`config.mk`:
```
export PLATFORM = sky130hd
export DESIGN_NAME = mc_datapath
export DESIGN_NICKNAME = d
export VERILOG_FILES = /design/src/rtl/mc_pkg.sv /design/src/rtl/mc_alu_ctl.sv /design/src/rtl/mc_alu.sv /design/src/rtl/mc_regfile.sv /design/src/rtl/mc_datapath.sv
export SDC_FILE = /design/constraint.sdc
export NUM_CORES = 2
export LEC_CHECK = 0
export BUFFER_PORTS_ARGS = -buffer_cell sky130_fd_sc_hd__buf_2
export CORE_AREA = 2 2 372 337
export DETAILED_ROUTE_END_ITERATION = 7
export DIE_AREA = 0 0 374 339
export GPL_TIMING_DRIVEN = 0
export PLACE_DENSITY = 0.68
export SLEW_MARGIN = 20
export SYNTH_ARGS = -nofsm -noshare
export SYNTH_HDL_FRONTEND = slang
export SYNTH_HIERARCHICAL = 1
export SYNTH_SLANG_ARGS = --single-unit
export TNS_END_PERCENT = 50
```
`constraint.sdc`:
```
create_clock -name clk -period 5.5 [get_ports clk]
set_input_delay 0.275 -clock clk [delete_from_list [all_inputs] [get_ports clk]]
set_output_delay 0.275 -clock clk [all_outputs]
set_load 0.01 [all_outputs]
```
`src/rtl/mc_pkg.sv`:
```
// Shared types and encodings for the multicycle datapath.
// Assumes a 32-bit instruction word with fixed field positions.
package mc_pkg;
    localparam int REG_AW = 5;

    typedef enum logic [2:0] {
        ALU_ADD = 3'd0,
        ALU_SUB = 3'd1,
        ALU_AND = 3'd2,
        ALU_OR  = 3'd3,
        ALU_SLT = 3'd4
    } alu_fn_e;

    // function field codes used when the ALU mode defers to the instruction
    localparam logic [5:0] FC_ADD = 6'd32;
    localparam logic [5:0] FC_SUB = 6'd34;
    localparam logic [5:0] FC_AND = 6'd36;
    localparam logic [5:0] FC_OR  = 6'd37;
    localparam logic [5:0] FC_SLT = 6'd42;

    // ALU mode codes
    localparam logic [1:0] AM_ADD  = 2'd0;
    localparam logic [1:0] AM_SUB  = 2'd1;
    localparam logic [1:0] AM_FUNC = 2'd2;

    // next program counter sources
    localparam logic [1:0] PCS_ALU    = 2'd0;
    localparam logic [1:0] PCS_LATCH  = 2'd1;
    localparam logic [1:0] PCS_JUMP   = 2'd2;

    // second operand sources
    localparam logic [1:0] SB_REG   = 2'd0;
    localparam logic [1:0] SB_FOUR  = 2'd1;
    localparam logic [1:0] SB_IMM   = 2'd2;
    localparam logic [1:0] SB_IMMSH = 2'd3;
endpackage

```
`src/rtl/mc_alu_ctl.sv`:
```
// ALU operation decoder.
// Maps the two-bit ALU mode plus the function field to an operation.
// Assumes unknown function codes and the unused mode fall back to add.
module mc_alu_ctl
    import mc_pkg::*;
(
    input  logic [1:0] alu_mode,
    input  logic [5:0] func,
    output alu_fn_e    fn
);
    // Decode the operation for this cycle.
    always_comb begin
        fn = ALU_ADD;
        if (alu_mode == AM_SUB) begin
            fn = ALU_SUB;
        end else if (alu_mode == AM_FUNC) begin
            case (func)
                FC_SUB:  fn = ALU_SUB;
                FC_AND:  fn = ALU_AND;
                FC_OR:   fn = ALU_OR;
                FC_SLT:  fn = ALU_SLT;
                default: fn = ALU_ADD;
            endcase
        end
    end
endmodule

```
`src/rtl/mc_alu.sv`:
```
// Combinational ALU with zero detect.
// Assumes set-on-less-than compares as signed two's complement.
module mc_alu
    import mc_pkg::*;
#(
    parameter int W = 32
) (
    input  logic [W-1:0] a,
    input  logic [W-1:0] b,
    input  alu_fn_e      fn,
    output logic [W-1:0] y,
    output logic         zero
);
    // Compute the selected operation.
    always_comb begin
        case (fn)
            ALU_SUB: y = a - b;
            ALU_AND: y = a & b;
            ALU_OR:  y = a | b;
            ALU_SLT: y = {{(W-1){1'b0}}, ($signed(a) < $signed(b))};
            default: y = a + b;
        endcase
    end

    assign zero = (y == '0);

    // a comparison result is a single bit
    always_comb begin
        if (fn == ALU_SLT) begin
            p_slt_onebit_r5: assert (y[W-1:1] == '0);
        end
    end
endmodule

```
`src/rtl/mc_regfile.sv`:
```
// Register file: two combinational reads, one synchronous write.
// Assumes entry 0 is hard-wired to zero; writes to it are dropped.
module mc_regfile #(
    parameter int W  = 32,
    parameter int AW = 5
) (
    input  logic          clk,
    input  logic          rst_n,
    input  logic          we,
    input  logic [AW-1:0] wa,
    input  logic [W-1:0]  wd,
    input  logic [AW-1:0] ra1,
    input  logic [AW-1:0] ra2,
    output logic [W-1:0]  rd1,
    output logic [W-1:0]  rd2
);
    localparam int DEPTH = 1 << AW;

    logic [W-1:0] regs [DEPTH];

    // Store write data at the end of the cycle, skipping entry 0.
    always_ff @(posedge clk) begin
        if (we && wa != '0) begin
            regs[wa] <= wd;
        end
    end

    assign rd1 = (ra1 == '0) ? '0 : regs[ra1];
    assign rd2 = (ra2 == '0) ? '0 : regs[ra2];

    // a written nonzero register reads back the written data
    p_rd_after_wr_r8: assert property (@(posedge clk) disable iff (!rst_n)
        (we && wa != '0) |=> (ra1 != $past(wa) || rd1 == $past(wd)));
endmodule

```
`src/rtl/mc_datapath.sv`:
```
// Multicycle datapath top.
// Holds the PC, instruction/data latches, register file and ALU, all steered
// by per-cycle control pins from an external sequencer.
// Assumes one shared memory port outside the block with combinational reads.
module mc_datapath
    import mc_pkg::*;
#(
    parameter int XLEN = 32
) (
    input  logic            clk,
    input  logic            rst_n,
    input  logic            ctl_pc_wr,
    input  logic            ctl_pc_wr_cond,
    input  logic [1:0]      ctl_pc_src,
    input  logic            ctl_addr_sel,
    input  logic            ctl_ir_wr,
    input  logic            ctl_reg_wr,
    input  logic            ctl_dst_sel,
    input  logic            ctl_wb_sel,
    input  logic            ctl_srca,
    input  logic [1:0]      ctl_srcb,
    input  logic [1:0]      ctl_alu_op,
    input  logic [XLEN-1:0] mem_rdata,
    output logic [XLEN-1:0] mem_addr,
    output logic [XLEN-1:0] mem_wdata,
    output logic            alu_zero,
    output logic [5:0]      opcode
);
    localparam int IMM_W  = 16;
    localparam int JMP_W  = 26;
    localparam int HI_W   = XLEN - JMP_W - 2;

    logic [XLEN-1:0] pc_q, ir_q, mdr_q, a_q, b_q, aout_q;
    logic [XLEN-1:0] rd1, rd2, opa, opb, alu_y, pc_next;
    logic [XLEN-1:0] imm_sx, imm_sh, jmp_tgt, wdata;
    logic [REG_AW-1:0] waddr;
    logic            pc_en;
    alu_fn_e         fn;

    // Program counter with synchronous reset and gated update.
    always_ff @(posedge clk) begin
        if (!rst_n) begin
            pc_q <= '0;
        end else if (pc_en) begin
            pc_q <= pc_next;
        end
    end

    // Instruction register, loaded only when enabled.
    always_ff @(posedge clk) begin
        if (!rst_n) begin
            ir_q <= '0;
        end else if (ctl_ir_wr) begin
            ir_q <= mem_rdata;
        end
    end

    // Step-to-step latches, reloaded on every edge.
    always_ff @(posedge clk) begin
        mdr_q  <= mem_rdata;
        a_q    <= rd1;
        b_q    <= rd2;
        aout_q <= alu_y;
    end

    assign imm_sx  = {{(XLEN-IMM_W){ir_q[IMM_W-1]}}, ir_q[IMM_W-1:0]};
    assign imm_sh  = {imm_sx[XLEN-3:0], 2'b00};
    assign jmp_tgt = {pc_q[XLEN-1 -: HI_W], ir_q[JMP_W-1:0], 2'b00};

    assign waddr = ctl_dst_sel ? ir_q[15:11] : ir_q[20:16];
    assign wdata = ctl_wb_sel ? mdr_q : aout_q;

    mc_regfile #(.W(XLEN), .AW(REG_AW)) u_rf (
        .clk   (clk),
        .rst_n (rst_n),
        .we    (ctl_reg_wr),
        .wa    (waddr),
        .wd    (wdata),
        .ra1   (ir_q[25:21]),
        .ra2   (ir_q[20:16]),
        .rd1   (rd1),
        .rd2   (rd2)
    );

    assign opa = ctl_srca ? a_q : pc_q;

    // Choose the second ALU operand.
    always_comb begin
        case (ctl_srcb)
            SB_REG:   opb = b_q;
            SB_FOUR:  opb = XLEN'(4);
            SB_IMM:   opb = imm_sx;
            default:  opb = imm_sh;
        endcase
    end

    mc_alu_ctl u_actl (
        .alu_mode (ctl_alu_op),
        .func     (ir_q[5:0]),
        .fn       (fn)
    );

    mc_alu #(.W(XLEN)) u_alu (
        .a    (opa),
        .b    (opb),
        .fn   (fn),
        .y    (alu_y),
        .zero (alu_zero)
    );

    // Choose the next program counter value.
    always_comb begin
        case (ctl_pc_src)
            PCS_LATCH: pc_next = aout_q;
            PCS_JUMP:  pc_next = jmp_tgt;
            default:   pc_next = alu_y;
        endcase
    end

    assign pc_en     = ctl_pc_wr | (ctl_pc_wr_cond & alu_zero);
    assign mem_addr  = ctl_addr_sel ? aout_q : pc_q;
    assign mem_wdata = b_q;
    assign opcode    = ir_q[31:26];

    // reset drives the counter to zero
    p_pc_reset_r1: assert property (@(posedge clk)
        !rst_n |=> pc_q == '0);

    // without a write request the counter holds
    p_pc_hold_r6: assert property (@(posedge clk) disable iff (!rst_n)
        (!ctl_pc_wr && !(ctl_pc_wr_cond && alu_zero)) |=> pc_q == $past(pc_q));

    // the instruction register holds without its enable
    p_ir_hold_r2: assert property (@(posedge clk) disable iff (!rst_n)
        !ctl_ir_wr |=> $stable(ir_q));

    // a latched-target write copies the ALU result latch
    p_pc_latch_r7: assert property (@(posedge clk) disable iff (!rst_n)
        (ctl_pc_wr && ctl_pc_src == PCS_LATCH) |=> pc_q == $past(aout_q));

    // a jump keeps the top bits and lands word aligned
    p_pc_jump_r7: assert property (@(posedge clk) disable iff (!rst_n)
        (ctl_pc_wr && ctl_pc_src == PCS_JUMP) |=>
        (pc_q[1:0] == 2'b00 && pc_q[XLEN-1 -: HI_W] == $past(pc_q[XLEN-1 -: HI_W])));
endmodule

```
==> out/qor.yml <==
run_status:
  status: "finished with violations"
  violations: "negative setup slack"
sta:
  hold_violations: 0
  setup_ws_ps: -307.7
  period_minus_slack_ps: 5808
  tightestPinTransition_ps: 1228
  rsz0062_at_grt: "yes"
  slew_headroom_pct: 18.11
  timing.fmax_mhz: 172.2
  fin_crit_sh_pct: 105.6
  fin_hold_ws_ps: 39.32
  drv_slew: 0
  fin_skew_ps: 22.12
  setup_viol_count_final: 32
global_routing:
  grt_max_degree: 33
  grt_antenna_before_repair: 9
  grt_pass1_vias: 41933
  overflow: 0
  grt_pass1_wl_mm: 316.9
  grt_usage_pct: 35.48
synth:
  syn_area_per_cell_um2: 15.02
  synth_seq_cells: 1216
  syn-instance-count: 4060
  yosysSeqAreaShare_pct: 56.74
  ys.flop_type: "edfxtp_1"
  ys_types: 102
  yosys_warnings: 6
  synth_edf_count: 1024
  async_flop_share_pct: 0
  synth.cell_area_um2: 60970
setup_path:
  endpoint_kind: "primary output"
  cp_top_family: "simple AND/OR/NAND/NOR gates"
  path_class: "reg2out"
  startpoint_type: "flip-flop"
  crit_buf_inv: 2
  path_common_cell: "o31a_1"
  crit_required_ps: 5220
  crit_slowest_cell: "or4_4"
  path_cells: "mux2_2 > inv_1 > ha_2 > fa_2 > o21ba_4 > or4_4 > a21oi_4 > o31a_1 > or2b_4 > a21boi_1 > o31a_1 > o221a_4 > or4b_1 > or3_4 > nor4_4 > buf_2"
  cpPeakStageDelay_ps: 460
  worstPathArrival_ps: 5530
  path_max_fanout: 4
pwr:
  swShare_pct: 29.67
  powerDensity_nw_per_um2: 344.8
  internal_power_uw: 17200
  p_leak_uw: 0.02370
  power_frac_seq_pct: 45.2
  ir_drop_v: 0.0002580
  power_frac_comb_pct: 20.9
  power_frac_clock_pct: 33.9
  power_switching_uw: 7258
  report.power.total_uw: 24460
clock_tree:
  root_buffer: "clkbuf_16"
  htree_num_levels: 3
  cts-buffers-inserted: 120
  cts_sinks: 1216
  clock_latency_ps: 730
  clkSlewWorstSetupHoldPaths_ps: 60
  clockBufferDepth: 3
  cts_tree: "built"
hold_path:
  min_path_type: "in2reg"
floorplanning:
  fp.dieW_um: 374
  io_pins: 119
  start_util_pct: 49.74
  core_area_um2: 122600
  dieArea_um2: 126800
  die_height_um: 339
  rows: 122
routing:
  num_vias: 43620
  drtIter0Drc: 7019
  dr.pass1.iters: 6
  top_layer: "met5"
  dr_wl_met3_mm: 34.84
  wl_mm: 230.9
  wl_per_cell_um: 37.42
  met2_length_mm: 101.2
  via_per_inst: 7.071
  wl_met1_mm: 80.26
  drc: 0
  drtAntennaViolNets: 0
final_layout:
  drive_above_1_share_pct: 27.96
  final_cells: 6169
  post-route-util_pct: 57.87
  area_delta_synth_final_pct: 16.34
  final_nets: 4597
place:
  gp_congestion: 0.9792
  pre_cts_slack_ps: -1521
  port_buffers: 112
  dp_hpwl_mm: 163.7
  post-place-cells: 5875
flow_run:
  drv_cap: 0
kinds of logic after synthesis:
kind of cell / count (synthesis) / share of synthesized area, %
flops: 1216 / 56.74
mux: 896 / 22.63
compound gates: 799 / 9.758
simple gates: 602 / 5.079
buf+inv: 435 / 3.554
fa+ha+maj: 100 / 2.077
xor+xnor: 11 / 0.1580
other cells: 1 / 0.006151
synthesized netlist by cell type, drive strengths merged, types with 9 or more instances:
cell	n	share of area [%]
edfxtp	1024	50
mux2i	367	6.0
mux4	352	13
dfxtp	192	6.3
buf	187	2.0
mux2	177	3.3
nand2	163	1.0
o21ai	143	1.2
clkbuf	137	0.85
nor2	118	0.73
a21oi	113	0.96
inv	111	0.68
ha	98	2.0
a221oi	88	1.5
a211oi	81	1.0
nor2b	80	0.82
o221ai	70	1.0
a22oi	69	0.85
nand3	68	0.56
nand4	41	0.46
a21o	36	0.44
nand2b	36	0.37
a311oi	33	0.47
o211ai	20	0.25
nor3	19	0.16
a22o	16	0.23
o31ai	14	0.19
nor4	13	0.16
o2111ai	13	0.19
a31oi	12	0.13
a211o	10	0.14
or3	9	0.092
final timing paths:
path	depth (start not counted)	slack (ps)	to	startpoint
hold / removal	3	40	ir_q[31]	ctl_ir_wr
setup reg to reg	22	-120	pc_q[0]	pc_q[0]
setup / recovery	16	-310	alu_zero	pc_q[0]
hold reg to reg	2	470	pc_q[11]	pc_q[11]
worst min-delay path, stage by stage:
cell	delay, ps
buf_2	210
mux2i_1	180
nor2b_1	50
flip-flops by register name, summed over array words and instances, names as in the netlist:
signal and flops:
u_rf/regs 1024, mdr_q 32, pc_q 32, a_q 32
mem_wdata 32, ir_q 32, aout_q 32
stage by stage:
step | TNS (ps) | instance area, um^2
after floorplan | 0 | 61090
after global placement | -46510 | 63660
after detailed placement | -45380 | 65420
after CTS | -238.0 | 70340
after global routing | -6045 | 70920
final | -2512 | 70930
power by group through the flow:
stage	combinational (uW)	clock (uW)	sequential [uW]
floorplan	2790	0	11100
global placement	4470	0	11200
detailed placement	4560	0	11200
CTS	4760	8310	11000
global route	5270	8660	11100
finish	5110	8290	11100
final cells by class:
| cell class | instances | area [um^2] |
|---|---|---|
| Timing Repair Buffer | 240 | 2764 |
| Tap cell | 1612 | 2017 |
| Sequential cell | 1216 | 34620 |
| Clock buffer | 156 | 3312 |
| Buffer | 320 | 1868 |
| Multi-Input combinational cell | 2440 | 25280 |
| Antenna cell | 4 | 10.01 |
| Fill cell | 9436 | 51640 |
| Inverter | 111 | 416.7 |
| Clock inverter | 70 | 651.9 |
repair_timing:
item / 4_1_cts / 5_1_grt
endpoints found under the hold margin: 64 / 0
cloned: 0 / 4
endpoints found under the setup margin: 33 / 33
pin swaps: 25 / 26
hold buffers: 32 / 0
setup buffers: 20 / 12
resized for setup: 126 / 87
layer usage:
layer	track usage [%]	up-vias
li1	-	17251
met1	44.55	21927
met2	53.20	3672
met3	13.59	766
met4	18.94	4
met5	0.03774	-
layout by cell type (no fill, tap or decap), types with 32 or more instances in the layout:
cell type      netlist  final
buf_4               79    104
a21o_1              36     34
nand3_1             68     54
mux2i_1            367    365
nor2_4               0     33
o221ai_1            70     69
edfxtp_1          1024   1024
mux4_1              54     54
inv_1              111    109
conb_1               1     32
ha_1                98     90
buf_2               85    190
nand2_1            162    162
clkbuf_1           136    136
a311oi_1            33     33
a211oi_1            80     80
nand2b_1            36     36
nand4_1             39     39
nor2_1             117     77
a21oi_1            109     99
dfxtp_1            192    179
clkbuf_16            0    125
buf_16               0     43
a22oi_1             69     67
o21ai_0            117    103
dlygate4sd3_1        0     32
mux4_2             298    298
a221oi_1            69     66
nor2b_1             80     79
mux2_2             170    176
Power figures use the tool's default switching activity.
